## src/rtl/nvm_rd_pkg.sv

```systemverilog
// Shared layout of the control register and the status codes of the reader.
package nvm_rd_pkg;
    localparam int REG_W    = 32;
    localparam int START_B  = 0;
    localparam int DONE_B   = 1;
    localparam int ADDR_LSB = 2;
    localparam int ADDR_W   = 14;
    localparam int DATA_LSB = 16;
    localparam int DATA_W   = 16;

    typedef enum logic [1:0] {
        ST_OK      = 2'd0,
        ST_RANGE   = 2'd1,
        ST_TIMEOUT = 2'd2
    } rd_status_e;
endpackage

```

## src/rtl/nvm_ctl_reg.sv

```systemverilog
// Control register: holds start/done/address/data. A write with start set
// launches one storage read. Assumes at most one read is outstanding.
module nvm_ctl_reg
    import nvm_rd_pkg::*;
(
    input  logic                clk,
    input  logic                rst_n,
    input  logic                wr_en,
    input  logic [REG_W-1:0]    wr_data,
    input  logic                mem_rd_valid,
    input  logic [DATA_W-1:0]   mem_rd_data,
    output logic [REG_W-1:0]    reg_q,
    output logic                mem_rd_en,
    output logic [ADDR_W-1:0]   mem_addr
);
    logic [ADDR_W-1:0] addr_q;
    logic [DATA_W-1:0] data_q;
    logic              done_q;
    logic              pend_q;

    // Register update: start clears done/data and issues a read; a response fills them.
    always_ff @(posedge clk) begin
        if (!rst_n) begin
            addr_q    <= '0;
            data_q    <= '0;
            done_q    <= 1'b0;
            pend_q    <= 1'b0;
            mem_rd_en <= 1'b0;
        end else begin
            mem_rd_en <= 1'b0;
            if (wr_en && wr_data[START_B]) begin
                addr_q    <= wr_data[ADDR_LSB +: ADDR_W];
                data_q    <= '0;
                done_q    <= 1'b0;
                pend_q    <= 1'b1;
                mem_rd_en <= 1'b1;
            end else if (mem_rd_valid && pend_q) begin
                data_q <= mem_rd_data;
                done_q <= 1'b1;
                pend_q <= 1'b0;
            end
        end
    end

    // Read-back value; the start bit is self-clearing.
    always_comb begin
        reg_q = {data_q, addr_q, done_q, 1'b0};
    end

    assign mem_addr = addr_q;
endmodule

```

## src/rtl/nvm_poll_timer.sv

```systemverilog
// Poll pacing: first poll right after arming, then one every GAP cycles;
// flags the poll that uses up the attempt budget. Assumes GAP >= 1, LIMIT >= 1.
module nvm_poll_timer #(
    parameter int GAP   = 1000,
    parameter int LIMIT = 100000
) (
    input  logic clk,
    input  logic rst_n,
    input  logic arm,
    input  logic run,
    output logic poll_now,
    output logic last_poll
);
    localparam int GAP_W = $clog2(GAP + 1);
    localparam int TRY_W = $clog2(LIMIT + 1);

    logic [GAP_W-1:0] gap_q;
    logic [TRY_W-1:0] tries_q;

    assign poll_now  = run && (gap_q == '0);
    assign last_poll = poll_now && (tries_q == TRY_W'(LIMIT - 1));

    // Interval counter and attempt counter.
    always_ff @(posedge clk) begin
        if (!rst_n || arm) begin
            gap_q   <= '0;
            tries_q <= '0;
        end else if (run) begin
            if (gap_q == '0) begin
                gap_q   <= GAP_W'(GAP - 1);
                tries_q <= tries_q + 1'b1;
            end else begin
                gap_q <= gap_q - 1'b1;
            end
        end
    end
endmodule

```

## src/rtl/nvm_range_chk.sv

```systemverilog
// Request bounds check: offset inside the store, nonzero count, no overrun.
module nvm_range_chk #(
    parameter int WORDS  = 1024,
    parameter int ADDR_W = 14,
    parameter int CNT_W  = 11
) (
    input  logic [ADDR_W-1:0] offset,
    input  logic [CNT_W-1:0]  count,
    output logic              ok
);
    logic [31:0] off32;
    logic [31:0] cnt32;

    // Compare in a wide domain so no term can wrap.
    always_comb begin
        off32 = 32'(offset);
        cnt32 = 32'(count);
        ok    = (off32 < 32'(WORDS)) && (cnt32 != 32'd0) &&
                (cnt32 <= (32'(WORDS) - off32));
    end
endmodule

```

## src/rtl/nvm_word_reader.sv

```systemverilog
// Multi-word reader: range-checks a request, then starts one register read
// per word and polls done with a bounded attempt count.
// Assumes NVM_WORDS <= 2**14.
module nvm_word_reader
    import nvm_rd_pkg::*;
#(
    parameter int NVM_WORDS   = 1024,
    parameter int CLKS_PER_US = 200,
    parameter int POLL_US     = 5,
    parameter int POLL_LIMIT  = 100000,
    parameter int CNT_W       = $clog2(NVM_WORDS + 1)
) (
    input  logic                clk,
    input  logic                rst_n,
    input  logic                req_valid,
    input  logic [ADDR_W-1:0]   req_offset,
    input  logic [CNT_W-1:0]    req_count,
    output logic                busy,
    output logic                word_valid,
    output logic [CNT_W-1:0]    word_index,
    output logic [DATA_W-1:0]   word_data,
    output logic                rsp_valid,
    output logic [1:0]          rsp_status,
    output logic [REG_W-1:0]    ctl_reg,
    output logic                mem_rd_en,
    output logic [ADDR_W-1:0]   mem_addr,
    input  logic                mem_rd_valid,
    input  logic [DATA_W-1:0]   mem_rd_data
);
    localparam int GAP = CLKS_PER_US * POLL_US;

    typedef enum logic [1:0] {S_IDLE, S_ISSUE, S_WAIT} seq_e;

    seq_e              state_q;
    logic [ADDR_W-1:0] base_q;
    logic [CNT_W-1:0]  cnt_q;
    logic [CNT_W-1:0]  idx_q;
    logic              range_ok;
    logic              poll_now;
    logic              last_poll;
    logic              wr_en;
    logic [REG_W-1:0]  wr_data;
    logic [ADDR_W-1:0] cur_addr;
    rd_status_e        status_q;

    nvm_range_chk #(.WORDS(NVM_WORDS), .ADDR_W(ADDR_W), .CNT_W(CNT_W)) u_range (
        .offset (req_offset),
        .count  (req_count),
        .ok     (range_ok)
    );

    nvm_ctl_reg u_reg (
        .clk          (clk),
        .rst_n        (rst_n),
        .wr_en        (wr_en),
        .wr_data      (wr_data),
        .mem_rd_valid (mem_rd_valid),
        .mem_rd_data  (mem_rd_data),
        .reg_q        (ctl_reg),
        .mem_rd_en    (mem_rd_en),
        .mem_addr     (mem_addr)
    );

    nvm_poll_timer #(.GAP(GAP), .LIMIT(POLL_LIMIT)) u_timer (
        .clk       (clk),
        .rst_n     (rst_n),
        .arm       (state_q == S_ISSUE),
        .run       (state_q == S_WAIT),
        .poll_now  (poll_now),
        .last_poll (last_poll)
    );

    // Start word: address of the current word in its field, start bit set.
    always_comb begin
        cur_addr = base_q + ADDR_W'(idx_q);
        wr_en    = (state_q == S_ISSUE);
        wr_data  = {{DATA_W{1'b0}}, cur_addr, 1'b0, 1'b1};
    end

    // Sequencer: accept, issue one start per word, poll, finish.
    always_ff @(posedge clk) begin
        if (!rst_n) begin
            state_q    <= S_IDLE;
            base_q     <= '0;
            cnt_q      <= '0;
            idx_q      <= '0;
            word_valid <= 1'b0;
            word_index <= '0;
            word_data  <= '0;
            rsp_valid  <= 1'b0;
            status_q   <= ST_OK;
        end else begin
            word_valid <= 1'b0;
            rsp_valid  <= 1'b0;
            case (state_q)
                S_IDLE: begin
                    if (req_valid) begin
                        if (range_ok) begin
                            base_q  <= req_offset;
                            cnt_q   <= req_count;
                            idx_q   <= '0;
                            state_q <= S_ISSUE;
                        end else begin
                            rsp_valid <= 1'b1;
                            status_q  <= ST_RANGE;
                        end
                    end
                end
                S_ISSUE: state_q <= S_WAIT;
                S_WAIT: begin
                    if (poll_now && ctl_reg[DONE_B]) begin
                        word_valid <= 1'b1;
                        word_index <= idx_q;
                        word_data  <= ctl_reg[DATA_LSB +: DATA_W];
                        if (CNT_W'(idx_q + 1'b1) == cnt_q) begin
                            rsp_valid <= 1'b1;
                            status_q  <= ST_OK;
                            state_q   <= S_IDLE;
                        end else begin
                            idx_q   <= idx_q + 1'b1;
                            state_q <= S_ISSUE;
                        end
                    end else if (last_poll) begin
                        rsp_valid <= 1'b1;
                        status_q  <= ST_TIMEOUT;
                        state_q   <= S_IDLE;
                    end
                end
                default: state_q <= S_IDLE;
            endcase
        end
    end

    assign busy       = (state_q != S_IDLE);
    assign rsp_status = status_q;
endmodule

```

## config.mk

```make
export PLATFORM = sky130hd
export DESIGN_NAME = nvm_word_reader
export DESIGN_NICKNAME = d
export VERILOG_FILES = /design/src/rtl/nvm_rd_pkg.sv /design/src/rtl/nvm_ctl_reg.sv /design/src/rtl/nvm_poll_timer.sv /design/src/rtl/nvm_range_chk.sv /design/src/rtl/nvm_word_reader.sv
export SDC_FILE = /design/constraint.sdc
export NUM_CORES = 1
export LEC_CHECK = 0
export ABC_AREA = 0
export BUFFER_PORTS_ARGS = -buffer_cell sky130_fd_sc_hd__buf_4
export CORE_MARGIN = 5
export CORE_UTILIZATION = 50
export DETAILED_ROUTE_END_ITERATION = 16
export GPL_ROUTABILITY_DRIVEN = 1
export PLACE_DENSITY_LB_ADDON = 0.1
export SETUP_SLACK_MARGIN = 0.3
export SLEW_MARGIN = 20
export SYNTH_ARGS = -nofsm -noshare
export SYNTH_HDL_FRONTEND = slang
export SYNTH_SLANG_ARGS = --single-unit
```

## constraint.sdc

```tcl
create_clock -name clk -period 4.8 [get_ports clk]
set_clock_uncertainty 0.15 [all_clocks]
set_input_delay 0.96 -clock clk [delete_from_list [all_inputs] [get_ports clk]]
set_output_delay 0.96 -clock clk [all_outputs]
set_load 0.05 [all_outputs]
```

# [After elaboration in Yosys (flattened, before gate mapping)]
# Index checks and enable logic that the tools add are counted.
[op_classes] addsub=5 order_cmp=2 n_eq_ne=11 mux=28 n_bitwise=1 reduce_logical=22
[ops] cell="two-way mux 11 bit" count=4
[ops] cell="less-or-equal comparator 11 x 32 -> 1 bit" count=1
[ops] cell="case mux 11 bit (2 select lines)" count=1
[ops] cell="two-way mux 2 bit" count=9
[ops] cell="adder 17 x 1 -> 17 bit, second input constant" count=1
[ops] cell="equality test 17 bit, second input constant" count=1
[ops] cell="subtractor 11 x 14 -> 15 bit, first input constant" count=1
[ops] cell="adder 14 x 11 -> 14 bit" count=1
[ops] cell="< comparator 14 x 11 -> 1 bit, second input constant" count=1
[ops] cell="adder 11 x 1 -> 11 bit, second input constant" count=1
[ops] cell="equality test 11 bit" count=1
[ops] cell="nonzero test 11 bit" count=1
[ops] cell="logical NOT 10 bit" count=1
[ops] cell="two-way mux 1 bit" count=10
[ops] cell="two-way mux 10 bit" count=1
[ops] cell="!= test 2 bit, second input constant" count=5
[ops] cell="AND reduction 5 bit" count=2
[ops] cell="subtractor 10 x 1 -> 10 bit, second input constant" count=1
[ops] cell="logical AND 1 bit" count=6
[ops] cell="!= test 3 bit, second input constant" count=2
[ops] cell="case mux 2 bit (3 select lines)" count=1
[ops] cell="AND reduction 2 bit" count=3
[ops] cell="AND reduction 3 bit" count=2
[ops] cell="nonzero test 2 bit" count=3
[ops] cell="9 further kinds" count=9
[word_totals] regBits=129 inputBits=45 output_inout_bits=79 word_cells=85

# [Depth between registers and ports, before layout]
# Gate-level depths: netlist of run 1.
[logic_depth] depth_word=6 depth_mapped=14 ltp_nobuf=13

# [Modules after synthesis]
# A second synthesis of run 1 with hierarchy kept.
[unflattened] hier_cells=812 hier_area_um2=6786.5
[by_module_without_submodules] module="nvm_word_reader" n_inst=1 cells_per_inst=450 area_each_um2=3537.1 seq_area_each_um2=1381.3
[by_module_without_submodules] module="nvm_ctl_reg" n_inst=1 cells_per_inst=132 area_each_um2=1412.6 seq_area_each_um2=660.6
[by_module_without_submodules] module="nvm_poll_timer" n_inst=1 cells_per_inst=162 area_each_um2=1325.0 seq_area_each_um2=540.5
[by_module_without_submodules] module="nvm_range_chk" n_inst=1 cells_per_inst=68 area_each_um2=511.7 seq_area_each_um2=0.0

# [Least setup slack after synthesis of run 1]
# Ideal clock, no wire load.
[synth_path] path_kind="input port to flip-flop" startpoint="in req_offset[2]" endpoint="reg idx_q[6]" setup_ns=0.127 arrival_ns=3.790 t_required_ns=4.523 slack_ns=0.732 cell_stages=13 path_buffers=1 cell_sequence="or3_1 or4_4 nor4_1 xor2_1 ha_1 a21o_1 a21oi_1 o211ai_1 o21ai_0 nand4_4 buf_6 a41oi_1 o31ai_1"
[synth_between] elab_chain_cells=5 word_cells_on_any_way=7 cone_classes="add/sub (1); order compare (2); eq/ne (1); reduce/logical (3)"
[synth_lines] item="start: declaration" line="nvm_word_reader.sv:16" text="input logic [ADDR_W-1:0] req_offset,"
[synth_lines] item="subtractor 11 x 14 -> 15 bit / < comparator 14 x 11 -> 1 bit (equally long branches)" line="nvm_range_chk.sv:19, nvm_range_chk.sv:18"
[synth_lines] item="less-or-equal comparator 11 x 32 -> 1 bit / logical AND 1 bit (equally long branches)" line="nvm_range_chk.sv:19, nvm_range_chk.sv:18"
[synth_lines] item="logical AND 1 bit *" line="nvm_range_chk.sv:18" text="ok = (off32 < 32'(WORDS)) && (cnt32 != 32'd0) &&"
[synth_lines] item="!= test 2 bit (no source line) *"
[synth_lines] item="AND reduction 5 bit (no source line) *"
[synth_lines] item="end signal: assignment" line="nvm_word_reader.sv:120" text="idx_q <= idx_q + 1'b1;"
[synth_lines] item="end: declaration" line="nvm_word_reader.sv:37" text="logic [CNT_W-1:0] idx_q;"
# Every way passes the cells marked *; elsewhere a longest branch is shown, timed or not.
# A chain may end at the register's enable or synchronous reset.

# [Worst setup path in the final report of run 1]
[layout_path] startpoint="in req_offset[2]" endpoint="reg base_q[10]"
[layout_between] elab_chain_cells=4 word_cells_on_any_way=6 cone_classes="add/sub (1); order compare (2); reduce/logical (3)"
[layout_lines] item="subtractor 11 x 14 -> 15 bit / < comparator 14 x 11 -> 1 bit (equally long branches)" line="nvm_range_chk.sv:19, nvm_range_chk.sv:18"
[layout_lines] item="less-or-equal comparator 11 x 32 -> 1 bit / logical AND 1 bit (equally long branches)" line="nvm_range_chk.sv:19, nvm_range_chk.sv:18"
[layout_lines] item="logical AND 1 bit *" line="nvm_range_chk.sv:18"
[layout_lines] item="AND reduction 3 bit (no source line) *"
[layout_lines] item="end signal: assignment" line="nvm_word_reader.sv:99" text="base_q <= req_offset;"
[layout_lines] item="end: declaration" line="nvm_word_reader.sv:35" text="logic [ADDR_W-1:0] base_q;"
# Marks and branches as above.

==> reports/qor.csv, run 1 <==
stage,metric,value,unit
die,core_region_area,12100,sq um
min_path,hold_path.class,reg -> reg,
timing,finalSetupViolCount,0,
drt,drc_errors,0,
timing,timing.hold.ws,0.305,ns
flow_run,maxCapViolCount,0,
global_route,grt_busiest_layer,met2,
layout,layout_common_cells,"nand2_1 (131), dfxtp_1 (129), buf_4 (126), nor2_1 (67), a21oi_1 (60)",
placed_design,dp_hpwl,11100,um
timing,min_period_over_period,0.864,
cts,clockRootBuffer,clkbuf_16,
cts,cts.clk_slew.worst_paths,0.06,ns
cts,cts_buffer_depth,2,
min_path,hp-start,word_index[10]$_SDFFE_PN0P_,
die,ios,124,
yosys,synth_edf_count,0,
yosys,seq_area_frac_synth,0.417,
yosys,syn_inst,739,
worst_setup_path,cp.required,4.93,ns
yosys,synth.distinct_cells,55,
worst_setup_path,path_class,in -> reg,
worst_setup_path,r2r-start,idx_q[0]$_SDFFE_PN0P_,
die,dieWidth,121,um
timing,min_period,4.15,ns
cts,holdBufCountCts,0,
yosys,postSynth.asyncResetShare,0,
global_route,grt_max_degree,57,
cts,h-tree-depth,4,
drt,ant_nets,0,
global_route,grt_util_all_layers,0.207,
cts,post_cts_buffers,0,
outcome,status,"complete, no violations",
yosys,synthFlopType,dfxtp_1,
yosys,synth-seq-cells,129,
timing,fmax,241,MHz
worst_setup_path,crit_chain,buf_4 -> or3_1 -> or4_4 -> nor4_1 -> xor2_1 -> ha_1 -> a21o_1 -> a21oi_1 -> o211ai_1 -> o21ai_0 -> nand4_4 -> buf_12 -> mux2i_1 -> nor2_1,
placed_design,port_buffers,122,
timing,slew_headroom,0.248,
min_path,holdPathStages,2,
layout,nets,908,
layout,drive_gt1_frac,0.194,
timing,tightest_slew,1.12,ns
cts,clkSinkCount,129,
drt,drtIter0Drc,339,
layout,layout_commonest_cell,nand2_1,
drt,routedWlPerCell,15.0,um
cts,insertion_delay,0.41,ns
global_route,antenna_found_initial,0,
global_route,overflow,0,
worst_setup_path,endpoint_kind,flip-flop,
yosys,yosys_warnings,0,
global_route,grt_util_met1,0.287,
worst_setup_path,max_stage_delay,0.45,ns
worst_setup_path,critPathArrivalTime,4.27,ns
die,start_util,0.514,
global_route,grt_pass1_vias,5023,
timing,tns,0,ns
power,total_leakage_power,0.00338,uW
global_route,grt_pass1_wl,24800,um
layout,diodes,0,
worst_setup_path,start_kind,input pin,
power,peakVddDrop,0.000214,V
die,dieHeight,121,um
cts,cts_resized,0,
timing,rsz0062_at_grt,false,
global_route,met3_usage,0.0499,
drt,dr.pass1.iters,5,
worst_setup_path,slowest_stage,or4_4,
die,rows,40,
timing,final_hold_viol_count,0,
yosys,synth_nets,811,
timing,drv_slew,0,
cts,numCtsBuffers,17,
yosys,avgSynthCellArea,8.39,sq um
drt,routed_via_density,5.30,
drt,wirelength,15200,um
worst_setup_path,reg2regPathDepth,8,
worst_setup_path,cp_max_fo,22,
layout,area_delta_synth_final,25.0,%
die,die_area,14700,sq um
placed_design,place_congestion,0.849,
cts,cts_tree,yes,
worst_setup_path,startpoint,req_offset[2],
power,power_density,335,nW/um^2
global_route,met2_usage,0.310,
yosys,syn_area,6200,sq um
drt,vias,5389,
metal layers:
metal / part of all wire / routed length, um / vias up
li1: - / - / 2732
met1: 0.48 / 7310 / 2474
met2: 0.44 / 6680 / 152
met3: 0.058 / 883 / 31
met4: 0.023 / 344 / 0
met5: 0 / 0 / -
cell families (layout without fill, tap and decap cells):
family,count (synthesis),count (layout),synth area share
muxes,27,27,0.0436
other,1,1,0.000605
adders and majority gates,27,27,0.0557
and+or+nand+nor,304,304,0.229
buffers and inverters,69,179,0.0539
DFF,129,129,0.417
xor gates and xnor gates,56,56,0.0791
AOI/OAI and AO/OA,126,126,0.121
worst paths after layout:
check	to	slack, ns
worst max-delay path	base_q[10]$_SDFFE_PN0P_	0.65
worst min-delay path	word_index[10]$_SDFFE_PN0P_	0.31
worst max register to register	rsp_status[1]$_SDFFE_PN0P_	1.41
worst min register to register	word_index[10]$_SDFFE_PN0P_	0.31
where the power goes:
| part | switching (uW) | leakage [uW] | total (uW) | internal [uW] |
|---|---|---|---|---|
| combinational | 75.2 | 0.00203 | 131 | 56.0 |
| clock | 483 | 0.000313 | 1380 | 897 |
| sequential | 5.18 | 0.00104 | 1080 | 1080 |
| total | 563 | 0.00338 | 2590 | 2030 |
Yosys cell counts (4+ instances only):
cell	count	area share
dfxtp_1	129	0.42
mux2i_1	27	0.044
nand4_1	11	0.011
o31ai_1	8	0.0097
a31oi_1	7	0.0071
nand3_1	19	0.015
o211ai_1	4	0.0048
xor2_1	31	0.044
nand2b_1	5	0.0050
a21oi_1	60	0.048
buf_4	17	0.021
nor2b_1	4	0.0040
ha_1	26	0.052
o21ai_0	20	0.016
a21o_1	6	0.0073
clkbuf_1	24	0.015
a41oi_1	4	0.0057
nor4_1	9	0.0091
and2_1	6	0.0061
and4_1	4	0.0057
and3_1	17	0.017
inv_1	20	0.012
xnor2_1	25	0.035
or3_1	7	0.0071
nor2_1	67	0.041
nand2_1	131	0.079
buf_1	4	0.0024
nor3_1	10	0.0081
worst max-delay path, delay by kind of cell:
family          cells  cell delay, ns
compound gates      4            0.81
xor+xnor            1            0.18
fa+ha+maj           1            0.26
buf+inv             2            0.41
mux                 1            0.18
simple gates        5            1.46
registers in the layout, summed over array words and instances (netlist names):
name             flops
cnt_q               11
idx_q               11
u_reg.pend_q         1
word_valid           1
base_q              14
rsp_valid            1
u_reg.data_q        16
state_q              2
u_reg.mem_rd_en      1
u_reg.done_q         1
u_timer.tries_q     17
word_index          11
rsp_status           2
u_reg.mem_addr      14
word_data           16
u_timer.gap_q       10
area by class of cell:
cell class / instances / area, sq um
fill: 1048 / 4310
multi-input combinational: 541 / 3280
sequential: 129 / 2580
timing repair buffer: 127 / 966
clock buffer: 19 / 453
tap: 168 / 210
clock inverter: 13 / 183
inverter: 20 / 75.1
metrics by stage:
stage                     utilization  setup slack (ns)  std cells  area [sq um]  power [uW]
after floorplan                     -             0.732        739          6200        1180
after global placement          0.590             0.347        985          7120        1230
after detailed placement        0.590             0.220        985          7120        1240
after CTS                       0.643             0.662       1017          7750        2610
after global routing            0.643             0.405       1017          7750        2670
final                           0.643             0.655       1017          7750        2590
(Power assumes the default switching activity.)
==> inputs of run 2 (changes only) <==
--- a/config.mk
+++ b/config.mk
@@ -16,4 +16,5 @@
 export SLEW_MARGIN = 20
 export SYNTH_ARGS = -nofsm -noshare
 export SYNTH_HDL_FRONTEND = slang
+export SYNTH_HIERARCHICAL = 1
 export SYNTH_SLANG_ARGS = --single-unit
==> run 2 against run 1 <==
Against the previous run: via count up 12%; cell count up 6.4%; total power down 4.3%; setup slack better by 0.36 ns; clock power down 9%; critical path type unchanged; largest power group unchanged.
==> reports/qor.csv, run 2 <==
stage,metric,value,unit
outcome,status,"complete, no violations",
power,power_density,305,nW/um^2
placed_design,place_congestion,0.873,
global_route,grt_util_all_layers,0.216,
min_path,hp-start,word_data[12]$_SDFFE_PN0P_,
die,ios,124,
worst_setup_path,endpoint_kind,flip-flop,
cts,clkSinkCount,129,
worst_setup_path,max_stage_delay,0.30,ns
layout,largest_reg_flops,17,
timing,slew_headroom,0.297,
placed_design,dp_hpwl,12600,um
timing,min_period,3.79,ns
yosys,syn_area,6780,sq um
min_path,hold_path.class,reg -> reg,
layout,multiInputGateArea,3700,sq um
timing,tns,0,ns
worst_setup_path,cp.required,4.96,ns
timing,finalSetupViolCount,0,
timing,final_hold_viol_count,0,
min_path,holdPathStages,2,
cts,numCtsBuffers,17,
worst_setup_path,path_class,in -> reg,
die,dieWidth,126,um
drt,routed_via_density,5.60,
timing,tightest_slew,1.05,ns
cts,h-tree-depth,4,
layout,nets,966,
layout,drive_gt1_frac,0.228,
cts,clockRootBuffer,clkbuf_16,
global_route,overflow,0,
global_route,grt_max_degree,64,
layout,register_area,2580,sq um
timing,fmax,264,MHz
worst_setup_path,crit_chain,buf_4 -> nor3_1 -> nand2_1 -> nor3_1 -> nor3b_1 -> xor2_1 -> ha_1 -> and4_1 -> nand3_1 -> o2111ai_1 -> nand4_1 -> nor2_1 -> and3_1 -> buf_4 -> nor2_4 -> a31o_1,
worst_setup_path,critPathArrivalTime,3.94,ns
drt,routedWlPerCell,15.9,um
die,die_area,16000,sq um
power,peakVddDrop,0.000282,V
global_route,grt_pass1_vias,5763,
layout,layout_commonest_cell,nand2_1,
die,dieHeight,126,um
power,total_leakage_power,0.00319,uW
timing,drv_slew,0,
cts,holdBufCountCts,0,
timing,fin_ws,1.01,ns
placed_design,port_buffers,122,
worst_setup_path,cp_max_fo,15,
drt,drtIter0Drc,409,
drt,wirelength,17200,um
layout,fill_cells,1165,
layout,area_delta_synth_final,19.9,%
die,core_region_area,13300,sq um
cts,cts_tree,yes,
global_route,antenna_found_initial,0,
global_route,grt_pass1_wl,28500,um
flow_run,maxCapViolCount,0,
cts,post_cts_buffers,0,
drt,ant_nets,0,
layout,final_cells,1082,
yosys,syn_inst,811,
global_route,met3_usage,0.0639,
timing,min_period_over_period,0.789,
global_route,met2_usage,0.351,
cts,cts_buffer_depth,2,
placed_design,pre_cts_slack,0.662,ns
layout,regMostFlops,u_timer/tries_q,
worst_setup_path,slowest_stage,ha_1,
cts,cts_resized,0,
timing,rsz0062_at_grt,false,
global_route,grt_busiest_layer,met2,
drt,dr.pass1.iters,5,
placed_design,dpl.cell_count,1051,
layout,diodes,0,
cts,insertion_delay,0.42,ns
die,rows,42,
yosys,yosys_warnings,6,
die,start_util,0.510,
cts,cts.clk_slew.worst_paths,0.06,ns
min_path,whs_endpoint,word_data[12]$_SDFFE_PN0P_,
layout,top_regs,"u_timer/tries_q (17), u_reg/data_q (16), word_data (16)",
worst_setup_path,start_kind,input pin,
yosys,avgSynthCellArea,8.36,sq um
global_route,grt_util_met1,0.276,
worst_setup_path,r2r-start,state_q[1]$_SDFFE_PN0P_,
worst_setup_path,r2r-end,idx_q[3]$_SDFFE_PN0P_,
drt,drc_errors,0,
worst_setup_path,r2r_slack,1.12,ns
worst_setup_path,reg2regPathDepth,9,
layout,layout_common_cells,"nand2_1 (137), dfxtp_1 (128), buf_4 (126), a21oi_1 (94), nand3_1 (42)",
drt,vias,6060,
## run 2: critical path: cells and delay by family
family / cells / cell delay [ns]
compound gates: 2 / 0.46
buf+inv: 2 / 0.34
fa+ha+maj: 1 / 0.30
xor+xnor: 1 / 0.10
simple gates: 10 / 1.78
## run 2: stage by stage
| stage | hold slack, ns | total power [uW] | utilization | area [sq um] |
|---|---|---|---|---|
| 2_1_floorplan | 0.286 | 1190 | - | 6790 |
| 3_3_place_gp | 0.295 | 1240 | 0.567 | 7540 |
| 3_5_place_dp | 0.301 | 1240 | 0.567 | 7540 |
| 4_1_cts | 0.309 | 2500 | 0.611 | 8120 |
| 5_1_grt | 0.322 | 2570 | 0.612 | 8130 |
| 6_report | 0.308 | 2480 | 0.612 | 8130 |
## run 2: worst max path at each step
stage	to	cells past startpoint	start	slack (ns)
finish	idx_q[0]$_SDFFE_PN0P_	16	req_offset[1]	1.01
global route	idx_q[8]$_SDFFE_PN0P_	16	req_offset[0]	0.73
CTS	idx_q[0]$_SDFFE_PN0P_	16	req_offset[0]	1.08
detailed placement	idx_q[0]$_SDFFE_PN0P_	16	req_offset[1]	0.66
global placement	idx_q[0]$_SDFFE_PN0P_	16	req_offset[0]	0.77
floorplan	base_q[0]$_SDFFE_PN0P_	16	req_offset[1]	1.06
## run 2: routing by layer
| layer | wire length (um) | vias up |
|---|---|---|
| met1 | 7740 | 2863 |
| met4 | 235 | 0 |
| met3 | 962 | 20 |
| met2 | 8270 | 172 |
| met5 | 0 | - |
| li1 | - | 3005 |
## run 2: report_power, final
group          total [uW]  switching (uW)  leakage [uW]  internal, uW
combinational         139            84.5       0.00186          54.7
sequential           1080            5.81       0.00104          1080
clock                1260             462      0.000291           796
## run 2: layout make-up
class	count	area share
clock buffers	20	0.0574
inverters	29	0.0134
repair buffers	126	0.116
multi-input cells	591	0.454
flip-flops and latches	129	0.318
clock inverters	11	0.0137
well taps	176	0.0271
==> inputs of run 3 (changes only) <==
==> constraint.sdc (replaced) <==
create_clock -name clk -period 3.9 [get_ports clk]
set_clock_uncertainty 0.15 [all_clocks]
set_input_delay 0.78 -clock clk [delete_from_list [all_inputs] [get_ports clk]]
set_output_delay 0.78 -clock clk [all_outputs]
set_load 0.05 [all_outputs]
==> run 3 against run 2 <==
Against the previous run: via count grew 0.59%; total power grew 28%; sequential power grew 23%; core utilization grew 1.3 points; cell count grew 1.5%; non-clock buffer count grew 15; cell area grew 2.1%; die area is the same; first-iteration DRC count shrank 10%; count of clock-buffer cells in the layout grew 2; largest power group unchanged.
==> reports/qor.csv, run 3 (synthesis gave the netlist of run 2 again) <==
stage,metric,value,unit
outcome,status,"complete, no violations",
global_route,grt_util_all_layers,0.216,
min_path,holdPathStages,2,
drt,wirelength,17500,um
layout,drive_gt1_frac,0.243,
worst_setup_path,r2r-start,state_q[0]$_SDFFE_PN0P_,
placed_design,place_area,7650,sq um
cts,numCtsBuffers,17,
worst_setup_path,start_kind,input pin,
worst_setup_path,critPathArrivalTime,3.56,ns
placed_design,dpl.cell_count,1065,
layout,area_delta_synth_final,22.4,%
global_route,antenna_found_initial,0,
worst_setup_path,endpoint,base_q[8]$_SDFFE_PN0P_,
worst_setup_path,startpoint,req_offset[3],
drt,routed_via_density,5.55,
worst_setup_path,path_class,in -> reg,
die,die_area,16000,sq um
layout,layout_common_cells,"buf_4 (141), nand2_1 (137), dfxtp_1 (128), a21oi_1 (94), nand3_1 (42)",
timing,tightest_slew,0.957,ns
layout,final_cells,1098,
worst_setup_path,r2r_slack,0.70,ns
layout,largest_reg_flops,17,
timing,slew_headroom,0.362,
die,start_util,0.510,
placed_design,port_buffers,122,
timing,tns,0,ns
drt,met3WireLength,1010,um
cts,cts_tree,yes,
cts,cts.clk_slew.worst_paths,0.05,ns
placed_design,dp_hpwl,12800,um
cts,clkSinkCount,129,
timing,finalSetupViolCount,0,
drt,wl_met1,7980,um
power,power_density,381,nW/um^2
global_route,overflow,0,
global_route,grt_pass1_vias,5887,
cts,cts_buffer_depth,2,
layout,nets,981,
timing,fmax,289,MHz
global_route,grt_max_degree,49,
drt,vias,6096,
timing,drv_slew,0,
layout,fin_area,8300,sq um
timing,final_hold_viol_count,0,
layout,top_regs,"u_timer/tries_q (17), u_reg/data_q (16), word_data (16)",
worst_setup_path,reg2regPathDepth,9,
cts,insertion_delay,0.41,ns
cts,holdBufCountCts,0,
layout,layout_commonest_cell,buf_4,
die,rows,42,
drt,top_layer_used,met4,
placed_design,place_congestion,0.916,
worst_setup_path,endpoint_kind,flip-flop,
drt,routedWlPerCell,16.0,um
power,peakVddDrop,0.000325,V
global_route,grt_pass1_wl,28800,um
drt,ant_nets,0,
die,dieHeight,126,um
min_path,hold_path.class,reg -> reg,
worst_setup_path,r2r-end,idx_q[3]$_SDFFE_PN0P_,
timing,min_period_over_period,0.887,
drt,wl_met2,8330,um
layout,diodes,0,
worst_setup_path,cp.required,4.00,ns
worst_setup_path,cp_max_fo,25,
cts,h-tree-depth,4,
power,total_leakage_power,0.00328,uW
drt,drc_errors,0,
timing,min_period,3.46,ns
die,core_region_area,13300,sq um
drt,drtIter0Drc,368,
layout,regMostFlops,u_timer/tries_q,
cts,clockRootBuffer,clkbuf_16,
die,dieWidth,126,um
die,ios,124,
flow_run,maxCapViolCount,0,
power,p_total,3160,uW
timing,rsz0062_at_grt,false,
drt,dr.pass1.iters,4,
[run 3: changes by cell type in the layout (fill, tap and decap cells not counted), sizes merged]
| cell | previous run | this run |
|---|---|---|
| clkinv | 8 | 5 |
| clkbuf | 20 | 22 |
| buf | 126 | 141 |
| bufinv | 2 | 4 |
[run 3: what timing repair did]
action / in CTS / in global routing
gates resized for setup: 0 / 6
buffers inserted: 0 / 1
endpoints found under the setup margin: 0 / 35
[run 3: per-layer routing]
metal,up-vias,global-route usage
met5,-,0
met1,2862,0.279
met3,14,0.0551
li1,3037,-
met2,183,0.358
met4,0,0.0637
[run 3: how the worst min path moves through the flow]
stage | end | slack, ns | start
finish | word_data[15]$_SDFFE_PN0P_ | 0.30 | word_data[15]$_SDFFE_PN0P_
global route | word_index[5]$_SDFFE_PN0P_ | 0.33 | word_index[5]$_SDFFE_PN0P_
CTS | word_data[15]$_SDFFE_PN0P_ | 0.31 | word_data[15]$_SDFFE_PN0P_
detailed placement | word_data[1]$_SDFFE_PN0P_ | 0.30 | word_data[1]$_SDFFE_PN0P_
global placement | word_data[15]$_SDFFE_PN0P_ | 0.29 | word_data[15]$_SDFFE_PN0P_
floorplan | u_timer/gap_q[0]$_SDFFE_PP0P_ | 0.29 | u_timer/gap_q[0]$_SDFFE_PP0P_
[run 3: critical path: stages]
cell,delay (ns)
buf_4,0.14
nor2_1,0.17
nand2_1,0.09
nor3_1,0.19
nor3b_2,0.21
xor2_1,0.09
ha_1,0.31
and4_1,0.19
nand3_1,0.13
o2111ai_1,0.23
nand4_1,0.14
nor2_2,0.28
nand3_2,0.17
buf_4,0.26
nand2_1,0.10
a21oi_1,0.07
[run 3: final cells by class]
cell class / instances / area [sq um]
clock buffers: 22 / 464
clock inverters: 10 / 156
fillers: 1160 / 4990
inverters: 29 / 109
multi-input cells: 591 / 3710
flip-flops and latches: 129 / 2580
well taps: 176 / 220
repair buffers: 141 / 1060
[run 3: report_power, final]
| part | internal, uW | switching, uW |
|---|---|---|
| Clock | 1100 | 554 |
| Combinational | 69.7 | 106 |
| Sequential | 1330 | 7.40 |
[run 3: metrics by stage]
| step | utilization | setup WS, ns | hold slack (ns) |
|---|---|---|---|
| after floorplan | - | 0.340 | 0.286 |
| after global placement | 0.575 | 0.0720 | 0.292 |
| after detailed placement | 0.575 | -0.0646 | 0.301 |
| after CTS | 0.622 | 0.355 | 0.310 |
| after global routing | 0.624 | 0.292 | 0.331 |
| final | 0.624 | 0.441 | 0.305 |
